<file path="config.mk">
export PLATFORM = sky130hd
export DESIGN_NAME = manchester_bit_recover
export DESIGN_NICKNAME = d
export VERILOG_FILES = /design/src/rtl/mbr_pkg.sv /design/src/rtl/mbr_edge_sync.sv /design/src/rtl/mbr_interval.sv /design/src/rtl/mbr_decide.sv /design/src/rtl/manchester_bit_recover.sv
export SDC_FILE = /design/constraint.sdc
export NUM_CORES = 1
export LEC_CHECK = 0
export BUFFER_PORTS_ARGS = -buffer_cell sky130_fd_sc_hd__buf_2
export CAP_MARGIN = 20
export CORE_MARGIN = 2
export CORE_UTILIZATION = 55
export CTS_BUF_LIST = sky130_fd_sc_hd__clkbuf_16
export DETAILED_ROUTE_END_ITERATION = 8
export PLACE_DENSITY_LB_ADDON = 0.2
export SETUP_SLACK_MARGIN = 0.05
export SYNTH_ARGS = -nofsm -noshare
export SYNTH_HDL_FRONTEND = slang
export SYNTH_SLANG_ARGS = --single-unit
</file>
<file path="constraint.sdc">
create_clock -name clk -period 1.8 [get_ports clk]
set_input_delay 0.09 -clock clk [delete_from_list [all_inputs] [get_ports clk]]
set_output_delay 0.09 -clock clk [all_outputs]
set_load 0.05 [all_outputs]
</file>
<file path="src/rtl/mbr_pkg.sv">
package mbr_pkg;

    typedef enum logic [1:0] {
        RATE_SEL_64  = 2'd0,
        RATE_SEL_32  = 2'd1,
        RATE_SEL_16  = 2'd2,
        RATE_SEL_64B = 2'd3
    } rate_sel_e;

    typedef struct packed {
        logic primed;     // first transition seen since reset
        logic prev_long;  // class of the previous interval
        logic prev_emit;  // previous interval produced a bit
        logic bit_val;
        logic valid;
    } dec_state_t;

endpackage

</file>
<file path="src/rtl/mbr_edge_sync.sv">
module mbr_edge_sync (
    input  logic clk,
    input  logic rst_n,
    input  logic line_i,
    output logic edge_o,
    output logic level_prev_o
);
    typedef struct packed {
        logic s1;
        logic s2;
        logic prev;
    } sync_t;

    sync_t st_d, st_q;

    always_comb begin
        st_d      = st_q;
        st_d.s1   = line_i;
        st_d.s2   = st_q.s1;
        st_d.prev = st_q.s2;
    end

    always_ff @(posedge clk) begin
        if (!rst_n) st_q <= '0;
        else        st_q <= st_d;
    end

    assign edge_o       = st_q.s2 ^ st_q.prev;
    assign level_prev_o = st_q.prev;
endmodule

</file>
<file path="src/rtl/mbr_interval.sv">
module mbr_interval #(
    parameter int CNT_W = 10
) (
    input  logic             clk,
    input  logic             rst_n,
    input  logic             edge_i,
    output logic [CNT_W-1:0] interval_o
);
    localparam logic [CNT_W-1:0] CNT_MAX = '1;

    logic [CNT_W-1:0] cnt_d, cnt_q;

    always_comb begin
        cnt_d = cnt_q;
        if (edge_i)
            cnt_d = CNT_W'(1);
        else if (cnt_q != CNT_MAX)
            cnt_d = cnt_q + CNT_W'(1);
    end

    always_ff @(posedge clk) begin
        if (!rst_n) cnt_q <= '0;
        else        cnt_q <= cnt_d;
    end

    assign interval_o = cnt_q;
endmodule

</file>
<file path="src/rtl/mbr_decide.sv">
module mbr_decide
    import mbr_pkg::*;
#(
    parameter int CNT_W = 10
) (
    input  logic             clk,
    input  logic             rst_n,
    input  logic             edge_i,
    input  logic             level_prev_i,
    input  logic             polarity_i,
    input  logic [CNT_W-1:0] interval_i,
    input  logic [CNT_W-1:0] thresh_i,
    output logic             bit_o,
    output logic             valid_o,
    output logic             primed_o
);
    dec_state_t st_d, st_q;
    logic       is_long;
    logic       emit;

    always_comb begin
        st_d    = st_q;
        st_d.valid = 1'b0;
        is_long = (interval_i > thresh_i);
        emit    = is_long | st_q.prev_long | ~st_q.prev_emit;
        if (edge_i) begin
            if (!st_q.primed) begin
                st_d.primed    = 1'b1;
                st_d.prev_long = 1'b0;
                st_d.prev_emit = 1'b0;
            end else begin
                st_d.valid     = emit;
                st_d.prev_long = is_long;
                st_d.prev_emit = emit;
                if (emit)
                    st_d.bit_val = level_prev_i ^ polarity_i;
            end
        end
    end

    always_ff @(posedge clk) begin
        if (!rst_n) st_q <= '0;
        else        st_q <= st_d;
    end

    assign bit_o    = st_q.bit_val;
    assign valid_o  = st_q.valid;
    assign primed_o = st_q.primed;
endmodule

</file>
<file path="src/rtl/manchester_bit_recover.sv">
module manchester_bit_recover
    import mbr_pkg::*;
#(
    parameter int SPC_CYCLES = 4,
    parameter int MAX_RATE   = 64
) (
    input  logic       clk,
    input  logic       rst_n,
    input  logic       line_i,
    input  logic [1:0] rate_sel_i,
    input  logic       polarity_i,
    output logic       bit_o,
    output logic       bit_valid_o
);
    localparam int MAX_PERIOD = SPC_CYCLES * MAX_RATE;
    localparam int CNT_W      = $clog2(4 * MAX_PERIOD);

    logic             edge_w;
    logic             level_prev_w;
    logic             primed_w;
    logic [CNT_W-1:0] interval_w;
    logic [CNT_W-1:0] period_w;
    logic [CNT_W-1:0] thresh_w;

    always_comb begin
        unique case (rate_sel_e'(rate_sel_i))
            RATE_SEL_32: period_w = CNT_W'(SPC_CYCLES * (MAX_RATE / 2));
            RATE_SEL_16: period_w = CNT_W'(SPC_CYCLES * (MAX_RATE / 4));
            default:     period_w = CNT_W'(MAX_PERIOD);
        endcase
        thresh_w = period_w - (period_w >> 2);
    end

    mbr_edge_sync u_sync (
        .clk          (clk),
        .rst_n        (rst_n),
        .line_i       (line_i),
        .edge_o       (edge_w),
        .level_prev_o (level_prev_w)
    );

    mbr_interval #(.CNT_W(CNT_W)) u_interval (
        .clk        (clk),
        .rst_n      (rst_n),
        .edge_i     (edge_w),
        .interval_o (interval_w)
    );

    mbr_decide #(.CNT_W(CNT_W)) u_decide (
        .clk          (clk),
        .rst_n        (rst_n),
        .edge_i       (edge_w),
        .level_prev_i (level_prev_w),
        .polarity_i   (polarity_i),
        .interval_i   (interval_w),
        .thresh_i     (thresh_w),
        .bit_o        (bit_o),
        .valid_o      (bit_valid_o),
        .primed_o     (primed_w)
    );
endmodule

</file>
==> results of run 1 <==
[cell type report]
class	count	share of cell area, %
Multi-Input combinational cell	73	48.1
Inverter	8	2.91
Tap cell	16	1.94
Timing Repair Buffer	9	4.85
Clock buffer	3	7.28
Sequential cell	18	35.0
[cells in the final DEF, fill, tap and decap left out, types with 2 or more instances in the layout]
| cell | n |
|---|---|
| ha_1 | 8 |
| a21oi_1 | 4 |
| nand3_1 | 5 |
| nand4_1 | 2 |
| buf_2 | 7 |
| nand2_1 | 8 |
| dfxtp_1 | 18 |
| mux2i_1 | 2 |
| xnor2_1 | 2 |
| and3_1 | 2 |
| nor2_1 | 14 |
| xor2_1 | 5 |
| nor3_1 | 4 |
| clkbuf_16 | 3 |
| and2_1 | 4 |
| inv_1 | 8 |
| buf_4 | 2 |
[power by group]
group          switching, mW  internal (mW)
Sequential           0.00719          0.411
Clock                  0.135          0.291
Combinational         0.0371         0.0283
Total                  0.179          0.731
[synthesized netlist by cell type]
cell / n / area share (%)
mux2i_1: 2 / 2.2
nor2b_1: 1 / 0.70
nand3_1: 5 / 2.8
inv_1: 8 / 3.4
a21oi_1: 4 / 2.2
and2_1: 4 / 2.8
a2111oi_0: 1 / 0.98
and3_1: 2 / 1.4
o21bai_1: 1 / 0.84
nor2_1: 14 / 5.9
xnor2_1: 2 / 2.0
clkbuf_1: 2 / 0.84
nor3_1: 4 / 2.2
or4_1: 1 / 0.84
a22o_1: 1 / 0.98
or2_2: 1 / 0.70
and4_1: 1 / 0.98
nand2_1: 8 / 3.4
dfxtp_1: 18 / 40
a21o_2: 1 / 0.98
ha_1: 8 / 11
nand4_1: 2 / 1.4
a211oi_1: 1 / 0.84
or3_1: 1 / 0.70
o22a_2: 1 / 1.1
xor2_1: 5 / 4.9
and2_2: 1 / 0.84
a31oi_4: 1 / 2.4
[kinds of logic after synthesis]
group,after synthesis,synth area share (%)
AO/OA/AOI/OAI,11,10.4
XOR/XNOR,7,6.87
adder cells (fa/ha/maj),8,11.2
buffers and inverters,10,4.21
flip-flops,18,40.4
multiplexers,2,2.24
AND/OR/NAND/NOR,45,24.7
[worst reg2reg max path, delay by kind of cell, from the launching register on]
kind | cells | cell delay (ns)
fa+ha+maj | 1 | 0.19
simple gates | 4 | 0.82
xor+xnor | 1 | 0.18
flops | 1 | 0.35
[state kept, by name, indices dropped and copies added (netlist names)]
register               cells
u_decide.primed_o          1
u_interval.interval_o     10
u_decide.valid_o           1
u_decide.bit_o             1
u_sync.level_prev_o        1
u_sync.st_d                2
u_decide.st_q              2
[worst paths after layout]
path                                 start                        to  slack, ns
setup / recovery  u_interval.interval_o[0]  u_interval.interval_o[5]       0.14
hold / removal                      line_i            u_sync.st_d[1]       0.05
setup reg to reg  u_interval.interval_o[0]  u_interval.interval_o[5]       0.14
hold reg to reg             u_sync.st_d[1]            u_sync.st_d[0]       0.43
[routing by layer]
| layer | track usage, % | vias up | share of wire, % |
|---|---|---|---|
| met5 | 0 | - | 0 |
| met4 | 13.9 | 0 | 2.8 |
| met3 | 4.08 | 5 | 3.0 |
| met2 | 27.9 | 12 | 45 |
| met1 | 25.5 | 314 | 49 |
| li1 | - | 364 | - |
[metrics by stage]
step	area [µm²]	utilization [%]	hold WS [ns]
after floorplan	892	-	0.212
after global placement	955	63.4	0.296
after detailed placement	955	63.4	0.306
after CTS	1030	68.4	0.0524
after global routing	1030	68.4	0.0611
final	1030	68.4	0.0499
==> results.md, run 1 <==
* CTS sink cnt at 18
* Initial antenna violation count at 0
* Hold buffer count at cts at 0
* Postcts setup bufs at 0
* Syn_nets at 115
* Clock root cell: clkbuf_16
* Fin worst setup slack at roughly 0.14 ns
* Ant diodes at 0
* Dpl cells at approximately 120
* Crit-path max cell delay at 0.51 ns
* Largest net degree at the start of global routing at 11
* Worst path top cell family by delay: simple AND/OR/NAND/NOR gates
* Cell Rows at 14
* Hold depth at 2
* Worst VDD drop at between 0.6 and 0.7 mV
* # port buffers at 7
* CTS clk-pin slew, worst paths at 0.05 ns
* Finished Layout Cells at between 100 and 150
* Total number of vias at 695
* Slew Limit Fails at 0
* Worst clock skew at 0.00150 ns
* Synthesized area at 892 µm²
* Critical Path End Type: flop
* Worst path required time at 1.93 ns
* Final Critical Period at about 1.7 ns
* Die area at 0.00196 mm²
* Share of layout cells above drive strength 1 at 15.3%
* Rel. slew slack at around three quarters
* Starting density of the core at 59.2%
* First-pass GRT wire length at 2.70 mm
* Vias in the first global route at 627
* Post-route DRC at 0
* Worst-path cell chain: ha_1, nand2_1, or3_1, nand4_1, xor2_1, nor2_1
* Worst-Margin Slew at 0.364 ns
* TNS Setup at 0 ns
* ANT nets after route at 0
* Clock buffer depth at 2
* Design Power at 0.910 mW
* Post-synth cell types at 28
* Post-DP HPWL at 1.25 mm
* WL/cell at between 10 and 15 µm
* Flops & latches, synth at 18
* Initial DRC Count at 26
* RSZ-0062 raised after global routing: false
* Total global-route track usage at 19.4%
* Area grow syn2layout at 15.6%
* DIE HEIGHT at ~44 µm
* Leakage power at 0.452 nW
* Cell Pwr Density at 882 mW/mm²
* Status: finished, final reports clean
* Mapped Cells at 101
* Worst Path Max Fanout at 8
* 1st-pass router iterations at 4
* Htree depth at 1
* Core ar. at about 0.0015 mm²
* Syn avg cell area at roughly 8.8 µm²
* CTS tree: done
* Register area share after synthesis at 40.4%
* Grt total ovfl at 0
* WS Path Type: reg -> reg
* CP Launch Type: flop
* Setup violators final at 0
* Nets at 127
* Ports at 8
* Filler cells at 123
* F_max at between 600 and 700 MHz
* Fin crit share at 92.0%
* Number of buffers created by CTS at 3
* Max-cap viol count at 0
* Drt via density at 5.47
* Fin. Hold Viols at 0
* Area of the multi-input gates at 495 µm²
* Reg2reg path depth at 6
* Skew-Pair Late Insertion Delay at 0.25 ns
* Storage cell area at 360 µm²
* Die X at 44.3 µm
* CP bufs+invs at 0
* CTS resizes at 0
* Crit path DAT at 1.79 ns
* Critical Path Stages at 6
* GPL Wtd Cong at approximately 0.76
* Wirelength, routed at 1.59 mm
* Place WS at -0.0906 ns
* Hold Crit Class: in -> reg
* CP max stage cell: or3_1
* Synth warn at 0
No activity file was read; power rests on OpenSTA's default activity.
==> run 2, diff against run 1 <==
GPL_TIMING_DRIVEN = 0   (was default)
REMOVE_ABC_BUFFERS = 1   (was default)
==> run 2 against run 1 <==
Against the previous run: first-iteration DRC count shrank 58%; worst setup slack lost 0.013 ns; sequential power is essentially flat; highest routed layer unchanged; final area shrank 0.61%; clock power grew 3%.
==> results.md, run 2 (synthesis results as in run 1) <==
* Worst-path cell chain: ha_1, a2111oi_1, a21o_2, a31oi_4, and2_2
* Nets at approximately 130
* Vias in the first global route at 558
* Worst-Margin Slew at approximately 0.33 ns
* Status: finished, final reports clean
* Final hold slack at 0.0463 ns
* Fin. Hold Viols at 0
* Slew Limit Fails at 0
* 1st-pass router iterations at 4
* Core ar. at 0.00151 mm²
* Finished Layout Cells at ~130
* Flop pwr share at 45.3%
* Internal power at 0.734 mW
* Total number of vias at approximately 650
* RSZ-0062 raised after global routing: false
* GPL Wtd Cong at 0.762
* Largest register FFs at 10
* CTS sink cnt at 18
* TNS Setup at 0 ns
* Setup violators final at 0
* Starting density of the core at 59.2%
* Largest net degree at the start of global routing at 11
* Ports at 8
* Crit-path max cell delay at 0.41 ns
* ANT nets after route at 0
* Clock buffer depth at 2
* Rel. slew slack at 77.6%
* Number of buffers created by CTS at 3
* Post-DP HPWL at 1.07 mm
* Initial antenna violation count at 0
* Area of the multi-input gates at 500 µm²
* Drt via density at 5.18
* DIE HEIGHT at 44.3 µm
* Leakage power at 0.443 nW
* Filler cells at 126
* Cell Rows at 14
* Cell Pwr Density at 899 mW/mm²
* Logic pwr share at between 7 and 8%
* CP Launch Type: flop
* Fin crit share at 92.7%
* Max-cap viol count at 0
* Worst path required time at just under 2 ns
* WL/cell at 11.5 µm
* Worst VDD drop at 0.574 mV
* Total global-route track usage at 16.5%
* Dpl cells at 122
* Initial DRC Count at 11
* First-pass GRT wire length at 2.38 mm
* Ant diodes at 0
* Sw frac at 20.4%
* CTS tree: done
* Worst Path Max Fanout at 5
* CP max stage cell: dfxtp_1
* WS Path Type: reg -> reg
* Final core occ at just under 70%
* Final Critical Period at ~1.7 ns
* Wirelength, routed at 1.45 mm
* Die X at ~44 µm
* Area grow syn2layout at 14.9%
* Hold Crit Class: in -> reg
* Clk network pwr share at 47.5%
* Clock root cell: clkbuf_16
* Worst clock skew at 0.00218 ns
* Post-route DRC at 0
* Storage cell area at 360 µm²
* Share of layout cells above drive strength 1 at approximately 15%
* Most frequent cells in the layout: 18 x dfxtp_1, 14 x nor2_1, 8 x inv_1, 8 x nand2_1, 8 x ha_1
* Crit path DAT at ~1.8 ns
* Die area at between 0.0015 and 0.002 mm²
* Commonest non-fill, non-tap cell in the layout: dfxtp_1
* Htree depth at 1
* # port buffers at 7
* Skew-Pair Late Insertion Delay at between 0.2 and 0.25 ns
* Grt total ovfl at 0
* CTS clk-pin slew, worst paths at 0.05 ns
* NetSw at between 0.15 and 0.2 mW
* F_max at 599 MHz
* Critical Path End Type: flop
-- run 2: cell count changes in the layout (fill, tap and decap cells not counted) --
cell,previous run,this run
clkinv_1,0,1
nor3_2,0,1
buf_4,2,0
nor3_1,4,3
-- run 2: worst paths after layout --
check                           start               end  slack, ns  cells after the start
max          u_interval.interval_o[7]  u_decide.valid_o       0.13                      5
min                            line_i    u_sync.st_d[1]       0.05                      2
max reg2reg  u_interval.interval_o[7]  u_decide.valid_o       0.13                      5
min reg2reg            u_sync.st_d[1]    u_sync.st_d[0]       0.44                      1
-- run 2: final cells by class --
type                            instances  share of cell area (%)
Clock buffer                            3                    7.33
Tap cell                               16                    1.95
Sequential cell                        18                    35.2
Inverter                                8                    2.93
Timing Repair Buffer                    7                    3.42
Clock inverter                          1                   0.366
Multi-Input combinational cell         73                    48.8
-- run 2: power by group through the flow --
| stage | clock (mW) | sequential, mW | combinational, mW |
|---|---|---|---|
| after floorplan | 0 | 0.426 | 0.0450 |
| after global placement | 0 | 0.425 | 0.0629 |
| after detailed placement | 0 | 0.425 | 0.0661 |
| after CTS | 0.444 | 0.417 | 0.0665 |
| after global routing | 0.465 | 0.417 | 0.0769 |
| final | 0.438 | 0.417 | 0.0664 |
-- run 2: per-stage QoR --
step | power (mW) | setup WS (ns) | instance area, µm²
after floorplan | 0.471 | 0.145 | 885
after global placement | 0.488 | -0.0149 | 940
after detailed placement | 0.491 | -0.121 | 940
after CTS | 0.928 | 0.0551 | 1020
after global routing | 0.959 | 0.0654 | 1020
final | 0.922 | 0.131 | 1020
-- run 2: timing repair --
action                                  in CTS  in global routing
hold buffers                                 0                  0
resized for setup                            0                  2
endpoints found under the setup margin       0                  2
setup buffers                                0                  0
-- run 2: critical path: cells and delay by family (launching register included) --
family                     cells  cell delay, ns
AOI/OAI and AO/OA              3            0.69
DFF                            1            0.41
adders and majority gates      1            0.27
and+or+nand+nor                1            0.19
-- run 2: per-layer routing --
layer / vias to the layer above / global-route usage (%) / share of wire [%]
li1: 358 / - / -
met1: 286 / 25.3 / 53
met2: 7 / 22.6 / 45
met3: 2 / 2.45 / 1.7
met4: 0 / 7.27 / 0.90
met5: - / 0 / 0
==> run 3, diff against run 2 <==
SYNTH_HIERARCHICAL = 1   (was default)
==> run 3 against run 2 <==
Against the previous run: worst setup slack worse by 0.065 ns; first-iteration DRC count rose to 2.5 times the previous value; synthesized cell count grew 31%; worst hold slack better by 0.0054 ns; combinational power up 73%; final area is 42% higher; area after synthesis rose by 27%; flip-flop and latch count did not move; utilization rose by 7.0 points; non-clock buffer count rose by 5; sequential power barely moved; clock skew up 0.00060 ns.
==> results.md, run 3 <==
* Status: finished, final reports clean
* Grt total ovfl at 0
* Place WS at -0.367 ns
* Die area at 0.00244 mm²
* Starting density of the core at between 50% and 60%
* WS Path Type: reg -> reg
* RSZ-0062 raised after global routing: true
* Ant diodes at 0
* Flop pwr share at 43.0%
* Most used DFF post-synth: dfxtp_1
* Hold Path End: u_sync/st_d[1]
* CP Launch Type: flop
* NetSw at 0.221 mW
* Post-route DRC at 0
* Post-DP HPWL at 1.60 mm
* Wirelength, routed at 2.44 mm
* Hold Crit Class: in -> reg
* Crit path DAT at about 1.9 ns
* Number of synthesized flops with an enable pin at 0
* Ports at 8
* Commonest non-fill, non-tap cell in the layout: inv_1
* Post-synth cell types at 39
* WL/cell at 13.8 µm
* ANT nets after route at 0
* Mapped Cells at 132
* Total number of vias at ~1000
* Hold buffer count at cts at 0
* Cell taking the most area after synthesis: dfxtp_1
* Nets at 170
* DIE HEIGHT at 49.4 µm
* RR Endpoint: u_decide/st_q[2]
* Initial DRC Count at 28
* Finished Layout Cells at 177
* Htree depth at 1
* Final Critical Period at 1.73 ns
* First-pass GRT wire length at 3.69 mm
* Top cells by area, synth: dfxtp_1 32%, ha_1 14%, inv_1 6.3%, nand2_1 3.3%, a21oi_1 3.1%
* Clk network pwr share at 45.2%
* Sw frac at 22.7%
* Filler cells at 140
* Syn avg cell area at 8.57 µm²
* Cell Rows at 16
* # port buffers at 7
* Number of buffers created by CTS at 3
* Fin crit share at 96.3%
* Largest net degree at the start of global routing at 13
* Most frequent cells in the layout: 18 x inv_1, 10 x nand2_1, 10 x dfxtp_1, 7 x ha_1, 7 x buf_2
* CTS tree: done
* GPL Wtd Cong at 0.815
* Area of the multi-input gates at 822 µm²
* Worst VDD drop at 0.665 mV
* Top-area cell type share of the netlist area at 31.9%
* CTS clk-pin slew, worst paths at roughly 0.05 ns
* Storage cell area at 378 µm²
* Share of layout cells above drive strength 1 at slightly above 30%
* Internal power at 0.751 mW
* Worst clock skew at around 0.0028 ns
* Worst path required time at 1.94 ns
* Drt via density at about 5.7
* Slew Limit Fails at 0
* Synth top cells by count: 19 x inv_1, 18 x dfxtp_1, 13 x ha_1
* F_max at 577 MHz
* Synthesized area at 0.00113 mm²
* Logic pwr share at 11.8%
* Vias in the first global route at 835
* Ys async rst share at 0%
* Clock root cell: clkbuf_16
* Core ar. at between 0.0015 and 0.002 mm²
* Clock buffer depth at 2
* Dpl cells at 168
* Leakage power at 0.575 nW
* Initial antenna violation count at 0
* Max-cap viol count at 0
* Hold wc startpoint: line_i
* Critical Path End Type: flop
* Skew-Pair Late Insertion Delay at 0.25 ns
* Most frequent cell after synthesis: inv_1
* Synth warn at 6
* Setup slack, reg-to-reg at 0.07 ns
* Worst Path Max Fanout at 3
* 1st-pass router iterations at 4
* Register area share after synthesis at 31.9%
* Reg2reg path depth at 6
* Total global-route track usage at 19.7%
* Setup violators final at 0
* Worst r2r src: u_interval/interval_o[7]
* Fin worst setup slack at roughly 0.066 ns
* Fin. Hold Viols at 0
* CTS sink cnt at 18
* Hold depth at 2
* Area grow syn2layout at 28.8%
* Flops & latches, synth at 18
* Cell Pwr Density at 667 mW/mm²
* Die X at about 49 µm
* Largest register FFs at 10
run 3: cell types whose count changed after synthesis, moves of 3 or more:
cell,before,now
nor2_1,14,2
ha_1,8,13
xor2_1,5,2
inv_1,8,19
nand2b_1,0,4
nand4_1,2,5
o21ai_0,0,4
a21oi_1,4,7
run 3: area by class of cell:
cell class	count	area share, %
Clock buffer	3	5.15
Clock inverter	1	0.258
Inverter	19	4.90
Multi-Input combinational cell	97	56.4
Sequential cell	18	25.9
Tap cell	27	2.32
Timing Repair Buffer	12	4.98
run 3: metal layers:
layer,up-vias,GRT usage [%],share of wire [%]
met2,32,33.6,50
met3,4,3.68,4.3
li1,501,-,-
met4,0,5.71,0.94
met1,480,25.0,45
met5,-,0,0
run 3: power by group through the flow:
stage               Sequential, mW  Combinational, mW  Clock [mW]
floorplan                    0.429             0.0669           0
global route                 0.419              0.132       0.466
global placement             0.429             0.0877           0
detailed placement           0.430             0.0928           0
finish                       0.418              0.115       0.439
CTS                          0.421              0.100       0.448
run 3: stage by stage:
stage	setup TNS, ns	power [mW]	util [%]	hold slack (ns)	instance area (µm²)
6_report	0	0.972	75.0	0.0517	1460
5_1_grt	0	1.02	75.0	0.0587	1460
4_1_cts	0	0.970	68.7	0.0473	1330
3_5_place_dp	-1.32	0.523	62.0	0.303	1200
3_3_place_gp	-1.00	0.517	62.0	0.299	1200
2_1_floorplan	-0.119	0.496	-	0.208	1140
run 3: cells by family (layout without fill, tap and decap cells):
logic type,Yosys count,after routing,share of synthesized area (%)
buf+inv,22,35,7.52
mux,2,2,1.77
simple gates,46,46,23.8
flops,18,18,31.9
fa+ha+maj,13,13,14.4
other cells,1,6,0.332
compound gates,28,28,18.8
xor+xnor,2,2,1.55
run 3: critical path: stages (launching register included):
cell and delay (ns):
dfxtp_4 0.35, ha_4 0.22, a211oi_2 0.27, nor2_2 0.08, a2111oi_4 0.38, o22ai_2 0.15
o21a_1 0.19
run 3: how the worst max path moves through the flow:
| stage | startpoint | endpoint | slack [ns] |
|---|---|---|---|
| after global placement | rate_sel_i[0] | u_decide/valid_o | -0.29 |
| after CTS | u_interval/interval_o[9] | u_decide/valid_o | 0.04 |
| after floorplan | rate_sel_i[0] | u_decide/valid_o | -0.07 |
| after detailed placement | rate_sel_i[0] | u_decide/valid_o | -0.37 |
| after global routing | u_interval/interval_o[7] | u_decide/st_q[2] | 0.005 |
| final | u_interval/interval_o[7] | u_decide/st_q[2] | 0.07 |
run 3: timing repair:
item / in CTS / in global routing
setup buffers: 0 / 5
hold endpoints to repair: 0 / 0
pin swaps: 2 / 9
resized for setup: 11 / 20
endpoints found under the setup margin: 5 / 5
